[config.mk]
export PLATFORM = sky130hd
export DESIGN_NAME = panel_reg_writer
export DESIGN_NICKNAME = d
export VERILOG_FILES = /design/src/rtl/spw_pkg.sv /design/src/rtl/spw_ctrl.sv /design/src/rtl/spw_datapath.sv /design/src/rtl/panel_reg_writer.sv
export SDC_FILE = /design/constraint.sdc
export NUM_CORES = 1
export LEC_CHECK = 0
export ABC_AREA = 1
export BUFFER_PORTS_ARGS = -buffer_cell sky130_fd_sc_hd__buf_2
export CAP_MARGIN = 5
export CORE_AREA = 2 2 98 100
export CTS_BUF_LIST = sky130_fd_sc_hd__clkbuf_4 sky130_fd_sc_hd__clkbuf_8
export CTS_CLUSTER_DIAMETER = 150
export DETAILED_ROUTE_END_ITERATION = 7
export DIE_AREA = 0 0 100 102
export MAX_ROUTING_LAYER = met4
export SLEW_MARGIN = 0
export SYNTH_ARGS = -nofsm -noshare
export SYNTH_HDL_FRONTEND = slang
export SYNTH_HIERARCHICAL = 1
export SYNTH_SLANG_ARGS = --single-unit
[constraint.sdc]
create_clock -name clk -period 1.9 [get_ports clk]
set_clock_uncertainty 0.15 [all_clocks]
set_input_delay 0.19 -clock clk [delete_from_list [all_inputs] [get_ports clk]]
set_output_delay 0.19 -clock clk [all_outputs]
set_load 0.02 [all_outputs]
[src/rtl/spw_pkg.sv]
package spw_pkg;

  localparam int ID_W = 6;
  localparam logic [ID_W-1:0] DEV_ID_DEFAULT = 6'h1D;

  typedef enum logic [2:0] {
    ST_IDLE,
    ST_SETUP,
    ST_LOW,
    ST_HIGH,
    ST_CSEND,
    ST_GAP
  } ctrlState_t;

  // strobes from sequencer to datapath, one cycle each
  typedef struct packed {
    logic capture;   // latch request, load index frame
    logic loadData;  // load data frame
    logic csLow;
    logic csHigh;
    logic sckLow;    // drop clock and present next bit
    logic sckHigh;
    logic sdaIdle;
  } strobe_t;

endpackage

[src/rtl/spw_ctrl.sv]
module spw_ctrl
  import spw_pkg::*;
#(
  parameter int HALF_CYCLES = 4,
  parameter int FRAME_W     = 24
) (
  input  logic    clk,
  input  logic    rst,
  input  logic    reqValid,
  output logic    reqReady,
  output logic    busy,
  output strobe_t strb
);

  localparam int DIV_W = (HALF_CYCLES > 1) ? $clog2(HALF_CYCLES) : 1;
  localparam int BIT_W = $clog2(FRAME_W);
  localparam logic [DIV_W-1:0] DIV_LAST = DIV_W'(HALF_CYCLES - 1);
  localparam logic [BIT_W-1:0] LAST_BIT = BIT_W'(FRAME_W - 1);

  ctrlState_t state, stateNext;
  logic [DIV_W-1:0] divCnt;
  logic [BIT_W-1:0] bitCnt, bitNext;
  logic second, secondNext;
  logic tick;

  assign tick     = (divCnt == DIV_LAST);
  assign reqReady = (state == ST_IDLE);
  assign busy     = (state != ST_IDLE);

  always_comb begin
    stateNext  = state;
    bitNext    = bitCnt;
    secondNext = second;
    strb       = '0;
    case (state)
      ST_IDLE: if (reqValid) begin
        strb.capture = 1'b1;
        strb.csLow   = 1'b1;
        secondNext   = 1'b0;
        stateNext    = ST_SETUP;
      end
      ST_SETUP: if (tick) begin
        strb.sckLow = 1'b1;
        bitNext     = '0;
        stateNext   = ST_LOW;
      end
      ST_LOW: if (tick) begin
        strb.sckHigh = 1'b1;
        stateNext    = ST_HIGH;
      end
      ST_HIGH: if (tick) begin
        if (bitCnt == LAST_BIT) begin
          strb.csHigh = 1'b1;
          stateNext   = ST_CSEND;
        end else begin
          strb.sckLow = 1'b1;
          bitNext     = bitCnt + 1'b1;
          stateNext   = ST_LOW;
        end
      end
      ST_CSEND: if (tick) begin
        strb.sdaIdle = 1'b1;
        stateNext    = ST_GAP;
      end
      ST_GAP: if (tick) begin
        if (!second) begin
          strb.loadData = 1'b1;
          strb.csLow    = 1'b1;
          secondNext    = 1'b1;
          stateNext     = ST_SETUP;
        end else begin
          stateNext = ST_IDLE;
        end
      end
      default: stateNext = ST_IDLE;
    endcase
  end

  always_ff @(posedge clk) begin
    if (rst) begin
      state  <= ST_IDLE;
      bitCnt <= '0;
      second <= 1'b0;
    end else begin
      state  <= stateNext;
      bitCnt <= bitNext;
      second <= secondNext;
    end
  end

  // bit-half divider, restarted at every acceptance
  always_ff @(posedge clk) begin
    if (rst || state == ST_IDLE) divCnt <= '0;
    else if (tick)               divCnt <= '0;
    else                         divCnt <= divCnt + 1'b1;
  end

  AST_STROBE_EXCL: assert property (@(posedge clk) disable iff (rst)
    $onehot0({strb.sckLow, strb.sckHigh, strb.csHigh, strb.sdaIdle}));
  AST_BIT_RANGE: assert property (@(posedge clk) disable iff (rst)
    bitCnt <= LAST_BIT);
  AST_DIV_RANGE: assert property (@(posedge clk) disable iff (rst)
    divCnt <= DIV_LAST);
  AST_ACCEPT_BUSY: assert property (@(posedge clk) disable iff (rst)
    (reqValid && reqReady) |=> busy);
  AST_IDLE_QUIET: assert property (@(posedge clk) disable iff (rst)
    !busy |-> !(strb.sckLow || strb.sckHigh || strb.csHigh));

endmodule

[src/rtl/spw_datapath.sv]
module spw_datapath
  import spw_pkg::*;
#(
  parameter int              INDEX_W = 8,
  parameter int              PAY_W   = 16,
  parameter logic [ID_W-1:0] DEV_ID  = DEV_ID_DEFAULT
) (
  input  logic               clk,
  input  logic               rst,
  input  strobe_t            strb,
  input  logic [INDEX_W-1:0] reqIndex,
  input  logic [PAY_W-1:0]   reqValue,
  output logic               csN,
  output logic               sck,
  output logic               sda
);

  localparam int FRAME_W = ID_W + 2 + PAY_W;

  logic [FRAME_W-1:0] shReg;
  logic [PAY_W-1:0]   valReg;
  logic [PAY_W-1:0]   idxPad;

  always_comb begin
    idxPad                = '0;
    idxPad[INDEX_W-1:0]   = reqIndex;
  end

  always_ff @(posedge clk) begin
    if (rst) begin
      shReg  <= '0;
      valReg <= '0;
    end else begin
      if (strb.capture) begin
        shReg  <= {DEV_ID, 1'b0, 1'b0, idxPad};
        valReg <= reqValue;
      end else if (strb.loadData) begin
        shReg  <= {DEV_ID, 1'b1, 1'b0, valReg};
      end else if (strb.sckLow) begin
        shReg  <= {shReg[FRAME_W-2:0], 1'b0};
      end
    end
  end

  always_ff @(posedge clk) begin
    if (rst) begin
      csN <= 1'b1;
      sck <= 1'b1;
      sda <= 1'b1;
    end else begin
      if (strb.csLow)   csN <= 1'b0;
      if (strb.csHigh)  csN <= 1'b1;
      if (strb.sckLow) begin
        sck <= 1'b0;
        sda <= shReg[FRAME_W-1];
      end
      if (strb.sckHigh) sck <= 1'b1;
      if (strb.sdaIdle) sda <= 1'b1;
    end
  end

  AST_SCK_IDLE_HIGH: assert property (@(posedge clk) disable iff (rst)
    csN |-> sck);
  AST_SDA_HOLD: assert property (@(posedge clk) disable iff (rst)
    (!csN && $past(csN) == 1'b0 && sck && $past(sck)) |-> $stable(sda));
  AST_CS_FALL_QUIET: assert property (@(posedge clk) disable iff (rst)
    $fell(csN) |-> (sck && sda));

endmodule

[src/rtl/panel_reg_writer.sv]
module panel_reg_writer
  import spw_pkg::*;
#(
  parameter int              HALF_CYCLES = 4,
  parameter int              INDEX_W     = 8,
  parameter int              PAY_W       = 16,
  parameter logic [ID_W-1:0] DEV_ID      = DEV_ID_DEFAULT
) (
  input  logic               clk,
  input  logic               rst,
  input  logic               reqValid,
  output logic               reqReady,
  input  logic [INDEX_W-1:0] reqIndex,
  input  logic [PAY_W-1:0]   reqValue,
  output logic               busy,
  output logic               panelCsN,
  output logic               panelSck,
  output logic               panelSda
);

  localparam int FRAME_W = ID_W + 2 + PAY_W;

  strobe_t strb;

  spw_ctrl #(
    .HALF_CYCLES(HALF_CYCLES),
    .FRAME_W    (FRAME_W)
  ) u_ctrl (
    .clk     (clk),
    .rst     (rst),
    .reqValid(reqValid),
    .reqReady(reqReady),
    .busy    (busy),
    .strb    (strb)
  );

  spw_datapath #(
    .INDEX_W(INDEX_W),
    .PAY_W  (PAY_W),
    .DEV_ID (DEV_ID)
  ) u_dp (
    .clk     (clk),
    .rst     (rst),
    .strb    (strb),
    .reqIndex(reqIndex),
    .reqValue(reqValue),
    .csN     (panelCsN),
    .sck     (panelSck),
    .sda     (panelSda)
  );

endmodule

Yosys cells after proc, flatten, opt, wreduce, memory -nomap -nowiden
Index checks and enable logic that the tools add are counted.

word-level totals
  word-level logic and storage cells = 76
  bits in registers = 54
  output and inout bits = 5
  input bits = 27

operators by class
  add/sub/neg operators = 2
  reductions and logical operators = 16
  eq/ne operators = 14
  multiplexer cells = 33

operators with widths
  kind                                                                     number
  23-bit two-way mux                                                       3
  3-bit two-way mux                                                        7
  3-bit case mux with 6 select lines                                       1
  5-bit two-way mux                                                        3
  1-bit two-way mux                                                        12
  2-bit by 1-bit inequality test with 1-bit output, second input constant  5
  5-bit case mux with 2 select lines                                       1
  2-bit OR reduction                                                       5
  3-bit by 2-bit equality test with 1-bit output, second input constant    2
  3-bit equality test, second input constant                               2
  2-bit two-way mux                                                        3
  1-bit case mux with 2 select lines                                       3
  6-bit AND reduction                                                      1
  2-bit nonzero test                                                       3
  3-bit nonzero test                                                       2
  5-bit by 1-bit adder with 5-bit output, second input constant            1
  5-bit equality test, second input constant                               1
  2-bit inequality test, second input constant                             2
  4-bit AND reduction                                                      1
  3-bit by 1-bit equality test with 1-bit output, second input constant    1
  3-bit logical NOT                                                        1
  3-bit AND reduction                                                      1
  3-bit OR reduction                                                       1
  2-bit by 1-bit adder with 2-bit output, second input constant            1
  other kinds (2)                                                          2

Depth between registers and ports, before layout
Gate-level depths: netlist of run 1.

  depth after elaboration = 7
  depth in mapped cells = 14
  depth with buffers taken out = 12

Modules after synthesis
The synthesis of run 1 kept the hierarchy.

modules (own cells, without submodules)
  module        area an instance (µm²)  sequential area each (µm²)  instances  cells each
  spw_datapath  1984.4                  860.8                       1          271
  spw_ctrl      706.9                   220.2                       1          113

Least setup slack after synthesis of run 1
Ideal clock, no wire load.

  path kind = register -> register
  start = register u_ctrl.state[1]
  end = register u_dp.shReg[3]
  setup slack = 55 ps
  cell stages (with the launch flop) = 14
  library setup time = 111 ps
  arrival time = 1584 ps
  path buffers = 3
  clock period less this slack = 1845 ps
  required time = 1639 ps
  cell sequence = dfxtp_1 buf_6 nor2_4 nand2_2 inv_1 nand2_1 inv_1 buf_6 nor2_8 buf_12 nand2_2 nand2_1 nor2_1 nor2_1

RTL lines
  what                    RTL line            text
  start, declared         spw_ctrl.sv:20      ctrlState_t state, stateNext;
  start signal, assigned  spw_ctrl.sv:85      state <= stateNext;
  end signal, assigned    spw_datapath.sv:35  shReg <= {DEV_ID, 1'b0, 1'b0, idxPad};
  end signal, assigned    spw_datapath.sv:38  shReg <= {DEV_ID, 1'b1, 1'b0, valReg};
  end signal, assigned    spw_datapath.sv:40  shReg <= {shReg[FRAME_W-2:0], 1'b0};
  end, declared           spw_datapath.sv:20  logic [FRAME_W-1:0] shReg;

==> run metrics, run 1 <==
outcome finished, violations left; violations in the final reports negative hold slack; category of the worst setup path capture point register; first-pass GRT wire length 10,600 um; Final Hold Fails 2; final sum of negative setup slack 0 ns; number of violations reported at the end of detailed-routing iteration 0 85; worst endpoint required time 1.96 ns; cell area after technology mapping 2690 um^2; wire length reported by the detailed router 6040 um; cts bufs inserted 5; number of violations of the max-capacitance limit 0; std cell rows 35; # fillers 977; footprint of the multi-input gates 1320 um^2; share of layout cells above drive strength 1 22.1%; starting utilization of the core area 29.5%; Vias per Instance 4.54; first element of the critical path u_ctrl/bitCnt[0]; area of the core region 9110 um^2; commonest non-fill, non-tap cell in the layout sky130_fd_sc_hd__nand2_1; worst-case clock buffer depth 2; DRC Markers 0; most used cells in the layout excluding fill and tap cells sky130_fd_sc_hd__nand2_1, sky130_fd_sc_hd__dfxtp_1, sky130_fd_sc_hd__nor2_1, sky130_fd_sc_hd__inv_1, sky130_fd_sc_hd__buf_2; max-slew violation count 0; CTS Root Cell sky130_fd_sc_hd__clkbuf_8; ratio of total power to cell area 1150 nW/um^2; post-layout power 3.75 mW; horizontal die dimension 100 um; detailed-routing iteration count for the pre-antenna-repair pass 4; Crit Reg-Reg Startpoint u_ctrl/bitCnt[0]; fraction of the yosys area taken by sequential cells 40.2%; classification of the worst-slack hold path in -> reg; count of buffers inserted at the top-level ports 31; detail-routed net length per standard cell 11.0 um; pin count of the biggest net entering global routing 22; Max IR drop VDD 726 uV; number of instances in the synthesized netlist 384; worst slew pin tran 0.657 ns; Net Count, Synth 413; class of the most critical setup path reg -> reg; number of global-route vias before repair 2,421; CP Max Fanout 19; Ant. Diodes 0; cell depth of the worst flop-to-flop path 10; count of endpoints failing setup in the final report 0; RePlAce Congestion 0.915; worst reg2reg endpoint u_dp/shReg[17]; number of warnings issued by yosys 6; Min Hold Slack -0.00334 ns; antenna violations before repair 0; critical path startpoint category register; syn avg cell area 7.01 um^2; post-detailed-route count of antenna-violating nets 0; clock slew seen by the registers of the worst setup and hold paths 0.11 ns; post-layout utilization of the core 35.8%; worst path arrival time 1.80 ns; clock latency reported for the late side of the worst-skew pair 0.32 ns; maximum frequency from static timing analysis 572 MHz; CTS HTree Levels 2; Static Leakage 1.51 nW; DR vias 2,497; clk sinks 54; time the final worst path needs with I/O delays and setup 1.75 ns; post-synth cell types 28; count of nets after finishing 467; worst setup path end u_dp/shReg[17]; reg-to-reg slack, setup 0.15 ns; GRT Residual Overflow 0; HPWL Detailed 4340 um; io pins 32; total routing usage reported by global routing 13.0%; Storage cell area 1090 um^2; CTS tree built; Area Overhead vs Synth 21.2%; number of storage elements in the synthesis netlist 54; period utilisation layout 91.9%; DIE AREA 10,200 um^2; unrepaired setup endpoints after global routing false; headroom to the max-slew limit 56.1%; height of the chip 102 um
[cell usage after synthesis]
cell type / count / share of area, %
sky130_fd_sc_hd__inv_4: 2 / 0.46
sky130_fd_sc_hd__nand3b_1: 9 / 2.5
sky130_fd_sc_hd__nand2_1: 104 / 15
sky130_fd_sc_hd__o21ai_1: 1 / 0.19
sky130_fd_sc_hd__nor2_4: 2 / 0.84
sky130_fd_sc_hd__inv_2: 4 / 0.56
sky130_fd_sc_hd__nand3_1: 24 / 4.5
sky130_fd_sc_hd__clkbuf_2: 1 / 0.19
sky130_fd_sc_hd__nor2_1: 51 / 7.1
sky130_fd_sc_hd__buf_4: 4 / 1.1
sky130_fd_sc_hd__a21oi_1: 22 / 4.1
sky130_fd_sc_hd__ha_1: 2 / 0.93
sky130_fd_sc_hd__buf_6: 7 / 2.9
sky130_fd_sc_hd__nor3_1: 18 / 3.3
sky130_fd_sc_hd__nand3_2: 1 / 0.37
sky130_fd_sc_hd__dfxtp_1: 54 / 40
sky130_fd_sc_hd__nand2_2: 11 / 2.6
sky130_fd_sc_hd__clkbuf_1: 1 / 0.14
sky130_fd_sc_hd__a211o_1: 1 / 0.33
sky130_fd_sc_hd__nand2_4: 1 / 0.42
sky130_fd_sc_hd__nor2_2: 1 / 0.23
sky130_fd_sc_hd__nand4_1: 2 / 0.46
sky130_fd_sc_hd__o21ai_0: 19 / 3.5
sky130_fd_sc_hd__buf_2: 2 / 0.37
sky130_fd_sc_hd__inv_1: 35 / 4.9
sky130_fd_sc_hd__a21oi_2: 1 / 0.33
sky130_fd_sc_hd__nor2_8: 3 / 2.2
sky130_fd_sc_hd__buf_12: 1 / 0.74
[registers in the layout, summed over array words and instances, names as in the netlist, 2 cells and up]
signal	flops
u_ctrl/bitCnt	5
u_dp/shReg	24
u_dp/valReg	16
u_ctrl/state	3
u_ctrl/divCnt	2
[worst min path at each step]
stage                                start               end  slack, ns  depth (start not counted)
after floorplan                        rst          u_dp/sck       0.14                          1
after global placement    u_ctrl/divCnt[0]  u_ctrl/divCnt[0]       0.26                          1
after detailed placement  u_ctrl/divCnt[0]  u_ctrl/divCnt[0]       0.27                          1
after CTS                     reqValue[10]   u_dp/valReg[10]     0.0007                          3
after global routing           reqValue[9]    u_dp/valReg[9]      0.008                          3
final                         reqValue[10]   u_dp/valReg[10]     -0.003                          3
[area by class of cell]
cell class | instances | share of cell area [%]
well taps | 111 | 4.26
clock inverters | 3 | 0.805
inverters | 41 | 5.02
flip-flops and latches | 54 | 33.3
repair buffers | 63 | 14.0
multi-input cells | 273 | 40.5
clock buffers | 5 | 2.11
[timing repair]
item / 4_1_cts / 5_1_grt
hold buffers: 10 / 0
endpoints found under the setup margin: 0 / 24
resized for setup: 0 / 12
hold endpoints to repair: 10 / 0
buffers inserted: 0 / 4
[logic make-up (layout without fill, tap and decap cells)]
family | Yosys count | count (layout) | share of synthesized area, %
simple gates | 227 | 227 | 39.1
compound gates | 44 | 44 | 8.46
fa+ha+maj | 2 | 2 | 0.930
buf+inv | 57 | 112 | 11.4
flops | 54 | 54 | 40.2
[power by group]
group	internal (mW)	switching (mW)	total [mW]
clock	0.272	0.411	0.683
sequential	1.36	0.134	1.49
combinational	0.615	0.960	1.57
total	2.24	1.50	3.75
[layer usage]
layer  part of all wire (%)  global-route usage [%]  vias up
met5                      0                       -        -
met1                     48                    16.0     1113
met2                     47                    21.9       56
met4                    1.3                    4.11        0
li1                       -                       -     1321
met3                    3.6                    2.33        7
[critical path, cell delays in order (launching register included)]
cell and delay, ns:
sky130_fd_sc_hd__dfxtp_2 0.36, sky130_fd_sc_hd__ha_2 0.18, sky130_fd_sc_hd__nand2_1 0.08, sky130_fd_sc_hd__inv_2 0.08
sky130_fd_sc_hd__nand3_2 0.09, sky130_fd_sc_hd__nand2_2 0.11, sky130_fd_sc_hd__inv_4 0.07, sky130_fd_sc_hd__inv_4 0.18
sky130_fd_sc_hd__nand2_4 0.11, sky130_fd_sc_hd__o21ai_0 0.17, sky130_fd_sc_hd__nor2_1 0.06
[stage by stage]
step / cells / setup slack (ns) / cell area (um^2) / hold slack [ns]
after CTS: 546 / 0.0226 / 3210 / 0.000728
after global routing: 550 / 0.0147 / 3260 / 0.00770
after global placement: 528 / 0.0993 / 3010 / 0.257
after floorplan: 384 / 0.0549 / 2690 / 0.139
after detailed placement: 528 / 0.0487 / 3010 / 0.269
final: 550 / 0.153 / 3260 / -0.00334
(Power assumes the default switching activity.)
==> run 2: changes to the inputs <==
--- a/config.mk
+++ b/config.mk
@@ -14,6 +14,7 @@
 export DETAILED_ROUTE_END_ITERATION = 7
 export DIE_AREA = 0 0 100 102
 export MAX_ROUTING_LAYER = met4
+export RECOVER_POWER = 25
 export SLEW_MARGIN = 0
 export SYNTH_ARGS = -nofsm -noshare
 export SYNTH_HDL_FRONTEND = slang
==> run 2 against run 1 <==
Worst hold slack better by 0.0016 ns; utilization fell by 0.18 points; largest power group unchanged; critical path type unchanged; worst setup slack got worse by 0.0024 ns; the flow still finishes with violations (negative hold slack); highest routed layer unchanged; total power shrank 0.48%; die area unchanged.
==> run metrics, run 2 (synthesized netlist as in run 1, its figures left out) <==
outcome finished, violations left; violations in the final reports negative hold slack; Critical Path Most Common Cell sky130_fd_sc_hd__inv_4; number of violations reported at the end of detailed-routing iteration 0 86; Min Hold Slack -0.00177 ns; worst setup path end u_dp/shReg[17]; antenna violations before repair 0; Routed met3 length 192 um; time the final worst path needs with I/O delays and setup 1.75 ns; Crit Reg-Reg Startpoint u_ctrl/bitCnt[0]; count of nets after finishing 467; met2 wire length 2880 um; critical path startpoint category register; wire length the detailed router placed on met1 2900 um; worst path arrival time 1.81 ns; count of buffers inserted at the top-level ports 31; headroom to the max-slew limit 55.8%; DR vias 2,485; largest register by flop count u_dp/shReg; maximum frequency from static timing analysis 572 MHz; commonest non-fill, non-tap cell in the layout sky130_fd_sc_hd__nand2_1; count of endpoints failing setup in the final report 0; classification of the worst-slack hold path in -> reg; Final Hold Fails 2; Slowest-stage cell, CP sky130_fd_sc_hd__dfxtp_2; worst-case clock buffer depth 2; cell depth of the worst flop-to-flop path 10; starting utilization of the core area 29.5%; cts bufs inserted 5; GRT Residual Overflow 0; detail-routed net length per standard cell 11.0 um; CTS HTree Levels 2; io pins 32; Largest register FFs 24; Max IR drop VDD 720 uV; setup slack at placement 0.0487 ns; clock slew seen by the registers of the worst setup and hold paths 0.11 ns; class of the most critical setup path reg -> reg; delay of the slowest cell on the worst path 0.36 ns; height of the chip 102 um; unrepaired setup endpoints after global routing false; instance count on the critical path 10; Crit path buffers/inverters 3; most used cells in the layout excluding fill and tap cells sky130_fd_sc_hd__nand2_1, sky130_fd_sc_hd__dfxtp_1, sky130_fd_sc_hd__nor2_1, sky130_fd_sc_hd__inv_1, sky130_fd_sc_hd__buf_2; Ant. Diodes 0; first-pass GRT wire length 10,600 um; max-slew violation count 0; detailed-routing iteration count for the pre-antenna-repair pass 4; worst-case setup margin in the final layout 0.151 ns; CP Cell Sequence ha_2 -> nand2_1 -> inv_2 -> nand3_2 -> nand2_2 -> inv_4 -> inv_4 -> nand2_4 -> o21ai_0 -> nor2_1; DRC Markers 0; RePlAce Congestion 0.915; HPWL Detailed 4340 um; number of global-route vias before repair 2,421; worst reg2reg endpoint u_dp/shReg[17]; worst endpoint required time 1.96 ns; wire length reported by the detailed router 6060 um; CP Max Fanout 19; area of the core region 9110 um^2; share of layout cells above drive strength 1 20.5%; number of violations of the max-capacitance limit 0; Static Leakage 1.50 nW; total routing usage reported by global routing 13.0%; uppermost metal layer occupied by signal nets met4; std cell rows 35; CTS Root Cell sky130_fd_sc_hd__clkbuf_8; clk sinks 54; horizontal die dimension 100 um; pin count of the biggest net entering global routing 22; CTS tree built; final sum of negative setup slack 0 ns; Area Overhead vs Synth 20.6%; DIE AREA 10,200 um^2; clock latency reported for the late side of the worst-skew pair 0.32 ns; registers with the highest flip-flop counts u_dp/shReg (24), u_dp/valReg (16), u_ctrl/bitCnt (5); Largest delay share family, worst path simple AND/OR/NAND/NOR gates; worst slew pin tran 0.662 ns; category of the worst setup path capture point register; post-detailed-route count of antenna-violating nets 0; first element of the critical path u_ctrl/bitCnt[0]; reg-to-reg slack, setup 0.15 ns; Vias per Instance 4.52; period utilisation layout 92.1%; ratio of total power to cell area 1150 nW/um^2
-- run 2: changes by cell type in the layout (fill, tap and decap cells not counted) --
cell and change:
sky130_fd_sc_hd__clkbuf_1 +7, sky130_fd_sc_hd__buf_2 -4, sky130_fd_sc_hd__buf_4 -3
-- run 2: tightest hold or removal path, cell delays in order --
cell	delay, ns
sky130_fd_sc_hd__buf_2	0.07
sky130_fd_sc_hd__o21ai_0	0.07
sky130_fd_sc_hd__a21oi_1	0.10
-- run 2: metal layers --
metal / track usage, % / vias to the layer above
li1: - / 1321
met1: 16.0 / 1109
met2: 21.9 / 46
met3: 2.33 / 9
met4: 4.11 / 0
met5: - / -
-- run 2: power breakdown --
part / internal [mW] / total, mW / switching [mW] / leakage [nW]
clock: 0.272 / 0.684 / 0.412 / 0.0491
sequential: 1.36 / 1.49 / 0.134 / 0.443
combinational: 0.598 / 1.56 / 0.958 / 1.01
total: 2.23 / 3.73 / 1.50 / 1.50
-- run 2: final cells by class --
class                      instances  area (um^2)
timing repair buffer              63          442
multi-input combinational        273         1320
clock buffer                       5         68.8
tap                              111          139
sequential                        54         1090
fill                             976         5860
inverter                          41          164
clock inverter                     3         26.3
-- run 2: timing repair --
item / 4_1_cts / 5_1_grt
endpoints found under the setup margin: 0 / 24
hold buffers: 10 / 0
gates resized for setup: 0 / 12
endpoints found under the hold margin: 10 / 0
setup buffers: 0 / 4
-- run 2: worst min path at each step --
| stage | from | end | cells past startpoint |
|---|---|---|---|
| after floorplan | rst | u_dp/sck | 1 |
| after CTS | reqValue[10] | u_dp/valReg[10] | 3 |
| after global placement | u_ctrl/divCnt[0] | u_ctrl/divCnt[0] | 1 |
| final | reqValue[10] | u_dp/valReg[10] | 3 |
| after global routing | reqValue[9] | u_dp/valReg[9] | 3 |
| after detailed placement | u_ctrl/divCnt[0] | u_ctrl/divCnt[0] | 1 |
-- run 2: per-stage QoR --
| stage | util (%) | hold slack (ns) | instance area, um^2 | total power, mW | std cells |
|---|---|---|---|---|---|
| final | 35.6 | -0.00177 | 3250 | 3.73 | 550 |
| after global routing | 35.6 | 0.00770 | 3250 | 4.07 | 550 |
| after detailed placement | 33.1 | 0.269 | 3010 | 3.06 | 528 |
| after CTS | 35.2 | 0.000728 | 3210 | 3.76 | 546 |
| after global placement | 33.1 | 0.257 | 3010 | 3.04 | 528 |
| after floorplan | - | 0.139 | 2690 | 2.70 | 384 |
